<file path="config.mk">
export PLATFORM = sky130hd
export DESIGN_NAME = auxctl_regs
export DESIGN_NICKNAME = d
export VERILOG_FILES = /design/src/rtl/auxctl_pkg.sv /design/src/rtl/auxctl_bytefile.sv /design/src/rtl/auxctl_strobe.sv /design/src/rtl/auxctl_power.sv /design/src/rtl/auxctl_sysreg.sv /design/src/rtl/auxctl_regs.sv
export SDC_FILE = /design/constraint.sdc
export NUM_CORES = 1
export LEC_CHECK = 0
export BUFFER_PORTS_ARGS = -buffer_cell sky130_fd_sc_hd__buf_2
export CORE_MARGIN = 5
export CORE_UTILIZATION = 40
export DETAILED_ROUTE_END_ITERATION = 6
export PLACE_DENSITY = 0.75
export SLEW_MARGIN = 30
export SYNTH_ARGS = -nofsm -noshare
export SYNTH_HDL_FRONTEND = slang
export SYNTH_SLANG_ARGS = --single-unit
export TNS_END_PERCENT = 1
</file>
<file path="constraint.sdc">
create_clock -name clk -period 1.25 [get_ports clk]
set_input_delay 0.0625 -clock clk [delete_from_list [all_inputs] [get_ports clk]]
set_output_delay 0.0625 -clock clk [all_outputs]
set_load 0.005 [all_outputs]
</file>
<file path="src/rtl/auxctl_pkg.sv">
package auxctl_pkg;
  // register select positions on the one-hot select bus
  localparam int NREG     = 7;
  localparam int SEL_CFG  = 0;
  localparam int SEL_DIAG = 1;
  localparam int SEL_MDM  = 2;
  localparam int SEL_LED  = 3;
  localparam int SEL_SYS  = 4;
  localparam int SEL_AUX1 = 5;
  localparam int SEL_AUX2 = 6;

  localparam int BYTE_W = 8;

  // bit positions whose behaviour matters
  localparam int CFG_PIE_BIT  = 3;
  localparam int AUX1_TC_BIT  = 1;
  localparam int AUX2_OFF_BIT = 0;
  localparam int AUX2_CLR_BIT = 1;
  localparam int AUX2_PF_BIT  = 5;
  localparam int SYS_RST_BIT  = 0;

  localparam logic [BYTE_W-1:0] SYS_RSTSTAT = 8'h02;
endpackage

</file>
<file path="src/rtl/auxctl_bytefile.sv">
module auxctl_bytefile #(
  parameter int W = 8,
  parameter int N = 3,
  parameter logic [N-1:0] SOFT_CLR = '1
) (
  input  logic                clk,
  input  logic                rst,
  input  logic                soft_rst,
  input  logic [N-1:0]        wr,
  input  logic [W-1:0]        wdata,
  output logic [N-1:0][W-1:0] q
);
  for (genvar i = 0; i < N; i++) begin : g_reg
    if (SOFT_CLR[i]) begin : g_clr
      always_ff @(posedge clk) begin
        if (rst || soft_rst) q[i] <= '0;
        else if (wr[i])      q[i] <= wdata;
      end
    end else begin : g_keep
      always_ff @(posedge clk) begin
        if (rst)        q[i] <= '0;
        else if (wr[i]) q[i] <= wdata;
      end
    end
  end
endmodule

</file>
<file path="src/rtl/auxctl_strobe.sv">
module auxctl_strobe
  import auxctl_pkg::*;
(
  input  logic              clk,
  input  logic              rst,
  input  logic              soft_rst,
  input  logic              wr,
  input  logic [BYTE_W-1:0] wdata,
  output logic [BYTE_W-1:0] aux1_q,
  output logic              tc_pulse
);
  logic [BYTE_W-1:0] stored;

  always_comb begin
    stored = wdata;
    stored[AUX1_TC_BIT] = 1'b0;
  end

  always_ff @(posedge clk) begin
    if (rst || soft_rst) begin
      aux1_q   <= '0;
      tc_pulse <= 1'b0;
    end else begin
      tc_pulse <= wr && wdata[AUX1_TC_BIT];
      if (wr) aux1_q <= stored;
    end
  end
endmodule

</file>
<file path="src/rtl/auxctl_power.sv">
module auxctl_power
  import auxctl_pkg::*;
(
  input  logic              clk,
  input  logic              rst,
  input  logic              soft_rst,
  input  logic              wr,
  input  logic [BYTE_W-1:0] wdata,
  input  logic              pie_cur,
  input  logic              pie_nxt,
  input  logic              pf_in,
  output logic [BYTE_W-1:0] aux2_q,
  output logic              pf_irq,
  output logic              pwroff_req
);
  logic              pf_prev;
  logic [BYTE_W-1:0] wr_val;
  logic [BYTE_W-1:0] nxt;

  // value that a host write would leave, before input events
  always_comb begin
    wr_val = '0;
    wr_val[AUX2_OFF_BIT] = wdata[AUX2_OFF_BIT];
    wr_val[AUX2_CLR_BIT] = wdata[AUX2_CLR_BIT];
    wr_val[AUX2_PF_BIT]  = aux2_q[AUX2_PF_BIT];
    if (wr_val[AUX2_CLR_BIT]) begin
      wr_val = '0;
      wr_val[AUX2_OFF_BIT] = wdata[AUX2_OFF_BIT];
    end
  end

  // write first, then a level change of the power-fail input
  always_comb begin
    nxt = wr ? wr_val : aux2_q;
    if (pf_in != pf_prev) nxt[AUX2_PF_BIT] = pf_in && pie_cur;
    if (soft_rst) nxt = '0;
  end

  always_ff @(posedge clk) begin
    if (rst) begin
      pf_prev    <= 1'b0;
      aux2_q     <= '0;
      pf_irq     <= 1'b0;
      pwroff_req <= 1'b0;
    end else begin
      pf_prev    <= pf_in;
      aux2_q     <= nxt;
      pf_irq     <= nxt[AUX2_PF_BIT] && pie_nxt;
      pwroff_req <= wr && !soft_rst && wr_val[AUX2_OFF_BIT];
    end
  end
endmodule

</file>
<file path="src/rtl/auxctl_sysreg.sv">
module auxctl_sysreg
  import auxctl_pkg::*;
#(
  parameter int OFF_W = 2,
  parameter int LED_W = 16,
  parameter int SYS_W = 32
) (
  input  logic             clk,
  input  logic             rst,
  input  logic             wr_led,
  input  logic             wr_sys,
  input  logic [OFF_W-1:0] off,
  input  logic [LED_W-1:0] wdata_led,
  input  logic             wdata_rst,
  output logic [LED_W-1:0] led_q,
  output logic [SYS_W-1:0] sys_q,
  output logic             sysrst_req
);
  logic at_zero;
  assign at_zero = (off == '0);

  always_ff @(posedge clk) begin
    if (rst) begin
      led_q      <= '0;
      sys_q      <= '0;
      sysrst_req <= 1'b0;
    end else begin
      sysrst_req <= wr_sys && at_zero && wdata_rst;
      if (wr_led && at_zero) led_q <= wdata_led;
      if (wr_sys && at_zero && wdata_rst)
        sys_q <= {{(SYS_W-BYTE_W){1'b0}}, SYS_RSTSTAT};
    end
  end
endmodule

</file>
<file path="src/rtl/auxctl_regs.sv">
module auxctl_regs
  import auxctl_pkg::*;
#(
  parameter int DATA_W = 32,
  parameter int OFF_W  = 2,
  parameter int LED_W  = 16
) (
  input  logic              clk,
  input  logic              rst,
  input  logic              soft_rst,
  input  logic [NREG-1:0]   reg_sel,
  input  logic [OFF_W-1:0]  reg_off,
  input  logic              reg_we,
  input  logic [DATA_W-1:0] reg_wdata,
  output logic [DATA_W-1:0] reg_rdata,
  input  logic              pf_in,
  output logic              pf_irq,
  output logic              tc_pulse,
  output logic              pwroff_req,
  output logic              sysrst_req
);
  localparam int NBYTE = 3;
  localparam logic [NBYTE-1:0] BYTE_SOFT = 3'b101; // cfg, mdm clear; diag kept

  logic [NREG-1:0]              wr;
  logic [NBYTE-1:0][BYTE_W-1:0] byte_q;
  logic [BYTE_W-1:0]            cfg_q, diag_q, mdm_q, aux1_q, aux2_q;
  logic [LED_W-1:0]             led_q;
  logic [DATA_W-1:0]            sys_q;
  logic                         pie_nxt;
  logic                         off_zero;

  assign wr       = reg_we ? reg_sel : '0;
  assign off_zero = (reg_off == '0);

  auxctl_bytefile #(.W(BYTE_W), .N(NBYTE), .SOFT_CLR(BYTE_SOFT)) u_bytes (
    .clk(clk), .rst(rst), .soft_rst(soft_rst),
    .wr(wr[SEL_MDM:SEL_CFG]), .wdata(reg_wdata[BYTE_W-1:0]), .q(byte_q)
  );
  assign cfg_q  = byte_q[SEL_CFG];
  assign diag_q = byte_q[SEL_DIAG];
  assign mdm_q  = byte_q[SEL_MDM];

  // enable as it will stand after this edge
  assign pie_nxt = !soft_rst &&
                   (wr[SEL_CFG] ? reg_wdata[CFG_PIE_BIT] : cfg_q[CFG_PIE_BIT]);

  auxctl_strobe u_aux1 (
    .clk(clk), .rst(rst), .soft_rst(soft_rst),
    .wr(wr[SEL_AUX1]), .wdata(reg_wdata[BYTE_W-1:0]),
    .aux1_q(aux1_q), .tc_pulse(tc_pulse)
  );

  auxctl_power u_aux2 (
    .clk(clk), .rst(rst), .soft_rst(soft_rst),
    .wr(wr[SEL_AUX2]), .wdata(reg_wdata[BYTE_W-1:0]),
    .pie_cur(cfg_q[CFG_PIE_BIT]), .pie_nxt(pie_nxt), .pf_in(pf_in),
    .aux2_q(aux2_q), .pf_irq(pf_irq), .pwroff_req(pwroff_req)
  );

  auxctl_sysreg #(.OFF_W(OFF_W), .LED_W(LED_W), .SYS_W(DATA_W)) u_sys (
    .clk(clk), .rst(rst),
    .wr_led(wr[SEL_LED]), .wr_sys(wr[SEL_SYS]), .off(reg_off),
    .wdata_led(reg_wdata[LED_W-1:0]), .wdata_rst(reg_wdata[SYS_RST_BIT]),
    .led_q(led_q), .sys_q(sys_q), .sysrst_req(sysrst_req)
  );

  always_comb begin
    reg_rdata = '0;
    if (reg_sel[SEL_CFG])  reg_rdata = reg_rdata | DATA_W'(cfg_q);
    if (reg_sel[SEL_DIAG]) reg_rdata = reg_rdata | DATA_W'(diag_q);
    if (reg_sel[SEL_MDM])  reg_rdata = reg_rdata | DATA_W'(mdm_q);
    if (reg_sel[SEL_AUX1]) reg_rdata = reg_rdata | DATA_W'(aux1_q);
    if (reg_sel[SEL_AUX2]) reg_rdata = reg_rdata | DATA_W'(aux2_q);
    if (reg_sel[SEL_LED] && off_zero) reg_rdata = reg_rdata | DATA_W'(led_q);
    if (reg_sel[SEL_SYS] && off_zero) reg_rdata = reg_rdata | sys_q;
  end
endmodule

</file>
==> impl_results.md <==
- Routed wire length per instance: 14.6 µm
- Data arrival, critical path: 1.28 ns
- Sequential area share after synthesis: 44.0%
- Max Transition Viols Final: 0
- Dominant cells by area after synthesis: sky130_fd_sc_hd__dfxtp_1 44%, sky130_fd_sc_hd__nand2_1 11%, sky130_fd_sc_hd__a21oi_2 9.5%
- Peak clock frequency supported by timing: 747 MHz
- Post-route clock period utilization: 107%
- Worst reg-to-reg path cell count: 3
- Post-synth top area share: 44.0%
- Ant diodes: 0
- Clock Tree Buf Depth: 2
- R2r setup slk: 0.36 ns
- Worst setup startpoint: u_bytes.q[5]
- Met1 wire length: 2850 µm
- Clock root buffer: sky130_fd_sc_hd__clkbuf_8
- Final setup slack of the worst path: -0.0878 ns
- Core Area: 0.00599 mm²
- Adder and majority gate portion of the synthesized area: 0%
- Worst setup path category: flop to primary output
- CTS tree: yes
- Post-synth top cells: 76 x sky130_fd_sc_hd__nand2_1, 55 x sky130_fd_sc_hd__dfxtp_1, 41 x sky130_fd_sc_hd__nand3_1
- Minimum clock period after layout: 1.34 ns
- Number of enable flip-flop cells after synthesis: 0
- Power per cell area: 1180 mW/mm²
- Run status: complete, but fails checks
- RSZ-0062 raised after global routing: true
- Total negative slack: -0.196 ns
- Detailed-routing iteration count for the pre-antenna-repair pass: 5
- HPWL after DPL: 4270 µm
- Overall via count from detail_route: 2232
- Share of final-layout standard cells stronger than drive strength 1: 27.8%
- Instance count of the mapped netlist: 302
- Xor and xnor fraction of the mapped netlist area: 0.350%
- Startpoint Class: flop
- Area growth from synthesis to layout: 17.1%
- Maximum number of pins on one net before global-route repair: 29
- Compound-cell area share of the yosys netlist: 19.8%
- Number of global-route vias before repair: 2148
- Clock sink total: 55
- Placement Rows: 28
- Global-route wire length before repair: 10400 µm
- Clock latency reported for the late side of the worst-skew pair: 0.31 ns
- Reg-to-reg critical path startpoint: u_aux2.pf_prev
- Net count of the finished layout: 401
- Final setup violation count: 3
- Main flop type after synthesis: sky130_fd_sc_hd__dfxtp_1
- Total length of routed met2 wires: 2880 µm
- Met3 routed WL: 501 µm
- Proportion of synthesized flip-flops having asynchronous set or reset: 0%
- Number of warnings reported in the yosys synthesis log: 0
- Count of routing violations after the opening detailed-route iteration: 169
- Average cell area after synthesis: 8.28 µm²
- Failing checks: negative setup slack
- Vertical die dimension: 89.1 µm
- Setup clock skew after layout: 0.000358 ns
- Number of vias per cell: 5.18
- Highest routing layer actually used: met4
- Class of the most critical hold timing path: input pin to flop
- Leak Pwr: 0.00114 µW
- Die Outline Area: 0.00793 mm²
- Crit. End Element: primary output
- DRC violations left: 0
- Biggest area consumer among synthesized cells: sky130_fd_sc_hd__dfxtp_1
- Detailed-route wire length: 6280 µm
- Number of distinct library cell variants in the gate-level netlist after synthesis: 28
- CTS HTree Levels: 2
- Mux share of post-synthesis cell area: 0%
- CP Capture Point: reg_rdata[5]
- Starting density of the core: 41.8%
- RePlAce Congestion: 0.769
- Number of hold-slack violations in the final timing report: 0
- Combined global-route utilization of all metal layers: 16.6%
- Sum of overflow across all layers after global routing: 0
- Highest net fanout along the worst path: 2
- Flop and latch count out of synthesis: 55
- Highest ir drop seen on vdd: 0.000840 V
- Number of antenna violations at the first check in global routing: 0
- ANT nets after route: 0
- Number of top-level pins: 82
- Critical R2R Capture: u_aux2.pf_irq
- Reported max-cap violation count: 0
- Synthesized area: 0.00250 mm²
- Most common cell in the synthesized netlist: sky130_fd_sc_hd__nand2_1
- Port bufs: 49
- Clock buffer count from CTS: 5
- Overall power after layout: 3440 µW
- Data required time of the worst path: 1.19 ns
- Tightest hold margin: 0.00656 ns
- Clock transition time at the flip-flop clock pins of the worst setup and hold paths: 0.10 ns
- Simple-gate share of the synthesized area: 24.9%
- Dominant combinational cell family by area after synthesis: simple AND/OR/NAND/NOR gates
- DIE WIDTH: 89.1 µm
==> placed cells by master (no fill, tap or decap) <==
cell type | Yosys | layout
sky130_fd_sc_hd__a211oi_1 | 1 | 1
sky130_fd_sc_hd__a21oi_1 | 22 | 22
sky130_fd_sc_hd__a21oi_2 | 27 | 27
sky130_fd_sc_hd__a222oi_1 | 3 | 3
sky130_fd_sc_hd__a22oi_1 | 13 | 13
sky130_fd_sc_hd__a31oi_1 | 1 | 1
sky130_fd_sc_hd__and2_1 | 8 | 8
sky130_fd_sc_hd__and3b_1 | 1 | 1
sky130_fd_sc_hd__and4bb_1 | 1 | 1
sky130_fd_sc_hd__buf_2 | 8 | 49
sky130_fd_sc_hd__buf_4 | 20 | 13
sky130_fd_sc_hd__bufinv_16 | 0 | 1
sky130_fd_sc_hd__clkbuf_8 | 0 | 6
sky130_fd_sc_hd__clkinv_2 | 0 | 1
sky130_fd_sc_hd__conb_1 | 1 | 16
sky130_fd_sc_hd__dfxtp_1 | 55 | 54
sky130_fd_sc_hd__dfxtp_2 | 0 | 1
sky130_fd_sc_hd__dlygate4sd3_1 | 0 | 8
sky130_fd_sc_hd__inv_1 | 1 | 1
sky130_fd_sc_hd__nand2_1 | 76 | 76
sky130_fd_sc_hd__nand3_1 | 41 | 41
sky130_fd_sc_hd__nand4_1 | 1 | 1
sky130_fd_sc_hd__nand4bb_1 | 1 | 1
sky130_fd_sc_hd__nor2_1 | 5 | 5
sky130_fd_sc_hd__nor2b_1 | 1 | 1
sky130_fd_sc_hd__nor3b_2 | 1 | 1
sky130_fd_sc_hd__o31ai_1 | 1 | 1
sky130_fd_sc_hd__or2_1 | 1 | 1
sky130_fd_sc_hd__xnor2_1 | 1 | 1
==> metrics by stage <==
| step | utilization [%] | setup WS, ns | area, µm² | std cells |
|---|---|---|---|---|
| floorplan | - | 0.408 | 2560 | 317 |
| global placement | 45.6 | 0.153 | 2730 | 415 |
| detailed placement | 45.6 | 0.133 | 2730 | 415 |
| CTS | 48.9 | -0.117 | 2930 | 431 |
| global route | 48.9 | -0.188 | 2930 | 431 |
| finish | 48.9 | -0.0878 | 2930 | 431 |
==> registers in the layout (all words and copies together), names as in the netlist <==
signal / cells
u_aux2.pf_prev: 1
u_sys.sysrst_req: 1
u_aux1.tc_pulse: 1
u_aux2.aux2_q: 2
u_aux1.aux1_q: 7
u_aux2.pf_irq: 1
u_bytes.q: 24
u_sys.led_q: 16
u_sys.sys_q: 1
u_aux2.pwroff_req: 1
==> routing by layer <==
metal | global-route usage (%) | up-vias
li1 | - | 1104
met1 | 22.5 | 1041
met2 | 26.0 | 83
met3 | 4.33 | 4
met4 | 5.55 | 0
met5 | 0 | -
==> area by class of cell <==
type / count / area (µm²)
Clock buffer: 6 / 82.6
Inverter: 1 / 3.75
Sequential cell: 55 / 1100
Fill cell: 569 / 3060
Timing Repair Buffer: 70 / 423
Multi-Input combinational cell: 222 / 1190
Clock inverter: 2 / 35.0
Tap cell: 75 / 93.8
==> how the worst min path moves through the flow <==
| stage | from | to | slack (ns) | cells past startpoint |
|---|---|---|---|---|
| finish | pf_in | u_aux2.pf_prev | 0.007 | 2 |
| detailed placement | reg_wdata[14] | u_sys.led_q[14] | 0.32 | 3 |
| global placement | reg_wdata[10] | u_sys.led_q[10] | 0.31 | 3 |
| floorplan | reg_off[0] | reg_rdata[1] | 0.19 | 1 |
| global route | pf_in | u_aux2.pf_prev | 0.003 | 2 |
| CTS | pf_in | u_aux2.pf_prev | 0.004 | 2 |
==> logic make-up after synthesis <==
| group | Yosys count |
|---|---|
| buffers and inverters | 40 |
| flip-flops | 55 |
| AO/OA/AOI/OAI | 68 |
| AND/OR/NAND/NOR | 137 |
| other | 1 |
| XOR/XNOR | 1 |
==> critical path, stage by stage (launching register included) <==
cell	delay (ns)
sky130_fd_sc_hd__dfxtp_2	0.33
sky130_fd_sc_hd__a222oi_1	0.37
sky130_fd_sc_hd__nand3_1	0.12
sky130_fd_sc_hd__buf_2	0.14
==> report_power, final <==
part	total (µW)	switching, µW	internal (µW)
Combinational	391	244	146
Sequential	1810	20.5	1790
Clock	1240	589	649
==> what timing repair did <==
| action | CTS | global route |
|---|---|---|
| endpoints found under the setup margin | 3 | 3 |
| pin swaps | 0 | 2 |
| buffers inserted | 0 | 0 |
| hold buffers | 8 | 0 |
| cloned | 0 | 0 |
| gates resized for setup | 0 | 1 |
| endpoints found under the hold margin | 8 | 0 |
Note: power is estimated with default switching activity, not from simulation.
